[src/rtl/rx_fifo_pkg.sv]
package rx_fifo_pkg;

    // Trigger level for the level interrupt, by select code.
    function automatic logic [4:0] trig_level(input logic [1:0] sel);
        case (sel)
            2'b00:   trig_level = 5'd1;
            2'b01:   trig_level = 5'd4;
            2'b10:   trig_level = 5'd8;
            default: trig_level = 5'd14;
        endcase
    endfunction

    typedef struct packed {
        logic mode;
        logic ovr;
    } ctl_state_t;

endpackage

[src/rtl/rx_fifo_store.sv]
module rx_fifo_store #(
    parameter int DATA_W = 8,
    parameter int DEPTH  = 16,
    localparam int PTR_W = (DEPTH > 1) ? $clog2(DEPTH) : 1,
    localparam int CNT_W = $clog2(DEPTH + 1)
) (
    input  logic              clk,
    input  logic              rst_n,
    input  logic              clear,
    input  logic              push,
    input  logic              pop,
    input  logic [DATA_W-1:0] push_data,
    output logic [DATA_W-1:0] head_data,
    output logic [CNT_W-1:0]  count
);

    typedef struct packed {
        logic [PTR_W-1:0] wr;
        logic [PTR_W-1:0] rd;
        logic [CNT_W-1:0] cnt;
    } ptr_state_t;

    ptr_state_t st_d, st_q;
    logic [DATA_W-1:0] mem [DEPTH];

    function automatic logic [PTR_W-1:0] wrap_inc(input logic [PTR_W-1:0] p);
        wrap_inc = (p == PTR_W'(DEPTH - 1)) ? '0 : p + 1'b1;
    endfunction

    always_comb begin
        st_d = st_q;
        if (clear) begin
            st_d = '0;
        end else begin
            if (push) st_d.wr = wrap_inc(st_q.wr);
            if (pop)  st_d.rd = wrap_inc(st_q.rd);
            case ({push, pop})
                2'b10:   st_d.cnt = st_q.cnt + 1'b1;
                2'b01:   st_d.cnt = st_q.cnt - 1'b1;
                default: st_d.cnt = st_q.cnt;
            endcase
        end
    end

    always_ff @(posedge clk or negedge rst_n) begin
        if (!rst_n) st_q <= '0;
        else        st_q <= st_d;
    end

    always_ff @(posedge clk) begin
        if (push && !clear) mem[st_q.wr] <= push_data;
    end

    assign head_data = (st_q.cnt != '0) ? mem[st_q.rd] : '0;
    assign count     = st_q.cnt;

endmodule

[src/rtl/rx_fifo_timeout.sv]
module rx_fifo_timeout #(
    parameter int TIMEOUT_TICKS = 40,
    localparam int TCW = $clog2(TIMEOUT_TICKS + 1)
) (
    input  logic clk,
    input  logic rst_n,
    input  logic clear,
    input  logic restart,
    input  logic ack,
    input  logic armed,
    input  logic tick,
    output logic expired
);

    typedef struct packed {
        logic [TCW-1:0] cnt;
        logic           flag;
    } tmr_state_t;

    tmr_state_t st_d, st_q;

    always_comb begin
        st_d = st_q;
        if (clear) begin
            st_d = '0;
        end else begin
            if (ack) st_d.flag = 1'b0;
            if (restart) begin
                st_d.cnt = '0;
            end else if (armed && !st_q.flag && tick) begin
                if (st_q.cnt == TCW'(TIMEOUT_TICKS - 1)) begin
                    st_d.flag = 1'b1;
                    st_d.cnt  = '0;
                end else begin
                    st_d.cnt = st_q.cnt + 1'b1;
                end
            end
        end
    end

    always_ff @(posedge clk or negedge rst_n) begin
        if (!rst_n) st_q <= '0;
        else        st_q <= st_d;
    end

    assign expired = st_q.flag;

endmodule

[src/rtl/rx_fifo_irq.sv]
module rx_fifo_irq
    import rx_fifo_pkg::*;
#(
    parameter int DATA_W        = 8,
    parameter int DEPTH         = 16,
    parameter int TIMEOUT_TICKS = 40,
    localparam int CNT_W = $clog2(DEPTH + 1)
) (
    input  logic              clk,
    input  logic              rst_n,
    input  logic              wr_en,
    input  logic [DATA_W-1:0] wr_data,
    input  logic              rd_en,
    output logic [DATA_W-1:0] rd_data,
    input  logic              status_rd,
    input  logic              flush,
    input  logic              fifo_en,
    input  logic [1:0]        trig_sel,
    input  logic              bit_tick,
    output logic [CNT_W-1:0]  count,
    output logic              overrun,
    output logic              irq_data,
    output logic              irq_timeout
);

    ctl_state_t st_d, st_q;

    logic             clr;
    logic             push;
    logic             pop;
    logic [CNT_W-1:0] cap;
    logic [CNT_W-1:0] level;
    logic [CNT_W-1:0] cnt_w;
    logic             mode_r;

    always_comb begin
        st_d  = st_q;
        clr   = flush || (fifo_en != st_q.mode);
        cap   = st_q.mode ? CNT_W'(DEPTH) : CNT_W'(1);
        pop   = !clr && rd_en && (cnt_w != '0);
        push  = !clr && wr_en && ((cnt_w < cap) || pop);
        level = st_q.mode ? CNT_W'(trig_level(trig_sel)) : CNT_W'(1);

        st_d.mode = fifo_en;
        if (wr_en && !clr && !push) st_d.ovr = 1'b1;
        else if (status_rd)         st_d.ovr = 1'b0;
    end

    always_ff @(posedge clk or negedge rst_n) begin
        if (!rst_n) st_q <= '0;
        else        st_q <= st_d;
    end

    rx_fifo_store #(
        .DATA_W (DATA_W),
        .DEPTH  (DEPTH)
    ) store_i (
        .clk       (clk),
        .rst_n     (rst_n),
        .clear     (clr),
        .push      (push),
        .pop       (pop),
        .push_data (wr_data),
        .head_data (rd_data),
        .count     (cnt_w)
    );

    rx_fifo_timeout #(
        .TIMEOUT_TICKS (TIMEOUT_TICKS)
    ) tmo_i (
        .clk     (clk),
        .rst_n   (rst_n),
        .clear   (clr),
        .restart (push || pop),
        .ack     (pop),
        .armed   (st_q.mode && (cnt_w != '0)),
        .tick    (bit_tick),
        .expired (irq_timeout)
    );

    assign count    = cnt_w;
    assign overrun  = st_q.ovr;
    assign irq_data = (cnt_w >= level);
    assign mode_r   = st_q.mode;

endmodule

[config.mk]
export PLATFORM = sky130hd
export DESIGN_NAME = rx_fifo_irq
export DESIGN_NICKNAME = d
export VERILOG_FILES = /design/src/rtl/rx_fifo_pkg.sv /design/src/rtl/rx_fifo_store.sv /design/src/rtl/rx_fifo_timeout.sv /design/src/rtl/rx_fifo_irq.sv
export SDC_FILE = /design/constraint.sdc
export NUM_CORES = 1
export LEC_CHECK = 0
export BUFFER_PORTS_ARGS = -buffer_cell sky130_fd_sc_hd__clkbuf_2
export CAP_MARGIN = 10
export CORE_ASPECT_RATIO = 1.75
export CORE_UTILIZATION = 55
export CTS_BUF_LIST = sky130_fd_sc_hd__clkbuf_8
export CTS_CLUSTER_DIAMETER = 80
export CTS_CLUSTER_SIZE = 28
export DETAILED_ROUTE_END_ITERATION = 10
export GPL_TIMING_DRIVEN = 0
export PLACE_DENSITY = 0.73
export SLEW_MARGIN = 20
export SYNTH_ARGS = -nofsm -noshare
export SYNTH_HDL_FRONTEND = slang
export SYNTH_SLANG_ARGS = --single-unit
[constraint.sdc]
create_clock -name clk -period 8 [get_ports clk]
set_input_delay 1.6 -clock clk [delete_from_list [all_inputs] [get_ports clk]]
set_output_delay 1.6 -clock clk [all_outputs]
set_load 0.05 [all_outputs]
==> impl_metrics.toml <==
[synthesis]
synth_cell_type_count = 50
avgSynthCellArea_sq_um = 16.64
synthSimpleGateAreaFrac = 0.06773
muxShareOfSynthArea = 0.1447
synth_top_area_frac = 0.5894
synth_top_family_by_area = "multiplexers"
synth.largest_area_cell = "edfxtp_1"
syn_area_sq_um = 6521
ys_async_sr_fraction = 0.1467
synth_edf_count = 128
synth_area_leaders = "edfxtp_1 (59%), mux4_2 (11%), dfrtp_1 (8.4%), mux2i_1 (3.1%), ha_1 (2.7%)"
synth_xor_area_frac = 0.007866
ys_ff_latch = 150
synth_flop_cell = "edfxtp_1"
ys_warn_count = 0
synth_fp_nets = 425
synth_compound_area_frac = 0.04816
synthCells = 392
synth-adder-area-share = 0.02993
yosysSeqAreaShare = 0.6738

[final_layout]
layout_commonest_cell = "edfxtp_1"
fin_nets = 479
area_growth_pct = 12.72
antenna_cells = 0
layout-drive-gt1-share = 0.2876
mostFrequentLayoutCells = "edfxtp_1 (128), clkbuf_2 (33), mux4_2 (32)"

[sta]
clock_skew_ns = 0.01286
report.final.setup_viol = 0
finalCritPeriodShare = 0.5753
fin_ws_ns = 3.398
worst_pin_slew_ns = 0.9165
fmax_ghz = 0.2173
hold_slack_ns = 0.5315
slew_viol_final = 0
tns_ns = 0
rsz0062_at_grt = "false"
relSlewSlack = 0.3867
hold_violations = 0
final.min_clock_period_ns = 4.602

[clock_tree]
clockBufferDepth = 2
postCtsSetupBuffers = 0
cts_tree = "built"
cts_hold_buf = 0
cts_buffers = 17
htreeDepth = 4
clk_latency_ns = 0.43
cts-root-buf = "clkbuf_8"
cts.clk_slew.worst_paths_ns = 0.09
cts_resized = 0
cts.sinks = 150

[power_and_ir_drop]
sequentialPowerShare = 0.533
peakVddDrop_uv = 174.5
power_density_nw_per_um2 = 218.8
combPwrFrac = 0.074
p_int_mw = 1.216
pwr-share-clk = 0.393
p_leak_nw = 2.526
switchingPower_mw = 0.3925
swShare = 0.2440

[worst_setup_path]
timing.rr.end = "store_i.count[4]"
crit_path_end_kind = "output pin"
critPathKind = "flop to output pin"
rrSetupSlack_ns = 4.94
r2r-start = "mode_r"
required_ns = 6.40
critPathArrivalTime_ns = 3.00
reg2reg_depth = 12
crit_fanout = 10
startpoint_type = "flop"

[global_route]
gr-total-overflow = 0
grt_pass1_wl_um = 20730
track_usage = 0.2328
grt_pass1_vias = 3883
antenna_found_initial = 0
grt_max_degree = 23

[routing]
vias = 3633
drtIter0Drc = 213
wl_per_cell_um = 21.78
antenna_violating_nets_post_route = 0
finalWirelength_um = 12940
firstDrtPassIters = 8
drc = 3
viasPerCell = 6.116

[floorplan]
initial_core_util = 0.5631
pin_count = 34
dieHeight_um = 146.0
row_count = 52
core_area_sq_um = 11580
dieArea_sq_um = 12310
die_width_um = 84.31

[place]
place_ws_ns = 3.424
place.gp.congestion = 0.8843
dpl.hpwl_um = 8831
port_buffers = 33

[hold_path]
worstHoldEndpoint = "overrun"
hold_path.class = "flop to flop"
hold_start = "overrun"
min_path_cells = 2

[outcome]
outcome = "finished with violations"
violations = "design-rule violations"

[flow_run]
cap_violations = 0
==> metrics by stage <==
| stage | cell area, sq um | util | total power [mW] | std cells |
|---|---|---|---|---|
| floorplan | 6521 | - | 0.9548 | 392 |
| global placement | 6855 | 0.5919 | 0.9891 | 560 |
| detailed placement | 6908 | 0.5965 | 0.9943 | 562 |
| CTS | 7351 | 0.6347 | 1.621 | 594 |
| global route | 7351 | 0.6347 | 1.667 | 594 |
| finish | 7351 | 0.6347 | 1.608 | 594 |
==> flip-flops by register name, indices dropped and copies added, names as in the netlist <==
name and cells:
mode_r 1, overrun 1, store_i.count 5, store_i.mem 128, store_i.st_q 8, tmo_i.expired 1
tmo_i.st_q 6
==> cells by family (layout without fill, tap and decap cells) <==
logic type / after synthesis / after routing
buffers and inverters: 36 / 103
DFF: 150 / 150
xor gates and xnor gates: 5 / 5
adders and majority gates: 15 / 15
muxes: 54 / 54
AOI/OAI and AO/OA: 49 / 49
and+or+nand+nor: 83 / 83
==> final cells by class <==
type / count / area, sq um
plain buffers: 24 / 136.4
clock buffers: 17 / 234.0
clock inverters: 15 / 209.0
fillers: 806 / 4230
inverters: 12 / 45.04
multi-input cells: 206 / 1983
flip-flops and latches: 150 / 4394
well taps: 135 / 168.9
repair buffers: 35 / 180.2
==> layer usage <==
| metal | GRT usage | wire length (um) |
|---|---|---|
| met5 | 0 | 0 |
| met4 | 0.1302 | 514 |
| met2 | 0.4127 | 7100 |
| met3 | 0.04975 | 664 |
| met1 | 0.2573 | 4656 |
==> worst max path at each step <==
stage	cells past startpoint	slack (ns)	startpoint	end
final	6	3.40	store_i.st_q[6]	rd_data[4]
after detailed placement	9	3.42	trig_sel[1]	irq_data
after CTS	6	3.37	store_i.st_q[6]	rd_data[4]
after global placement	7	3.31	fifo_en	store_i.mem[1][4]
after floorplan	7	3.68	trig_sel[1]	irq_data
after global routing	9	3.24	trig_sel[1]	irq_data
==> cell usage after synthesis, drive strengths merged (3+ instances only) <==
| library cell | instances |
|---|---|
| edfxtp | 128 |
| mux4 | 32 |
| dfrtp | 22 |
| nor2 | 21 |
| mux2i | 20 |
| nand2 | 19 |
| a21oi | 14 |
| ha | 14 |
| buf | 13 |
| inv | 12 |
| clkbuf | 11 |
| o21ai | 10 |
| o22ai | 10 |
| nor3 | 9 |
| nand3 | 8 |
| nand2b | 5 |
| nor3b | 4 |
| a21o | 3 |
| nand4 | 3 |
| xnor2 | 3 |
==> power groups by stage <==
stage / registers (mW) / clock network, mW / logic [mW]
after floorplan: 0.875 / 0 / 0.0802
after global placement: 0.874 / 0 / 0.115
after detailed placement: 0.874 / 0 / 0.120
after CTS: 0.857 / 0.644 / 0.120
after global routing: 0.857 / 0.679 / 0.130
final: 0.857 / 0.632 / 0.120
==> critical path, stage by stage (launching register included) <==
cell      delay, ns
dfrtp_1        0.36
clkbuf_1       0.46
clkbuf_1       0.57
mux4_2         0.42
mux2i_1        0.31
o22ai_1        0.17
clkbuf_2       0.29
Note: power is estimated with default switching activity, not from simulation.
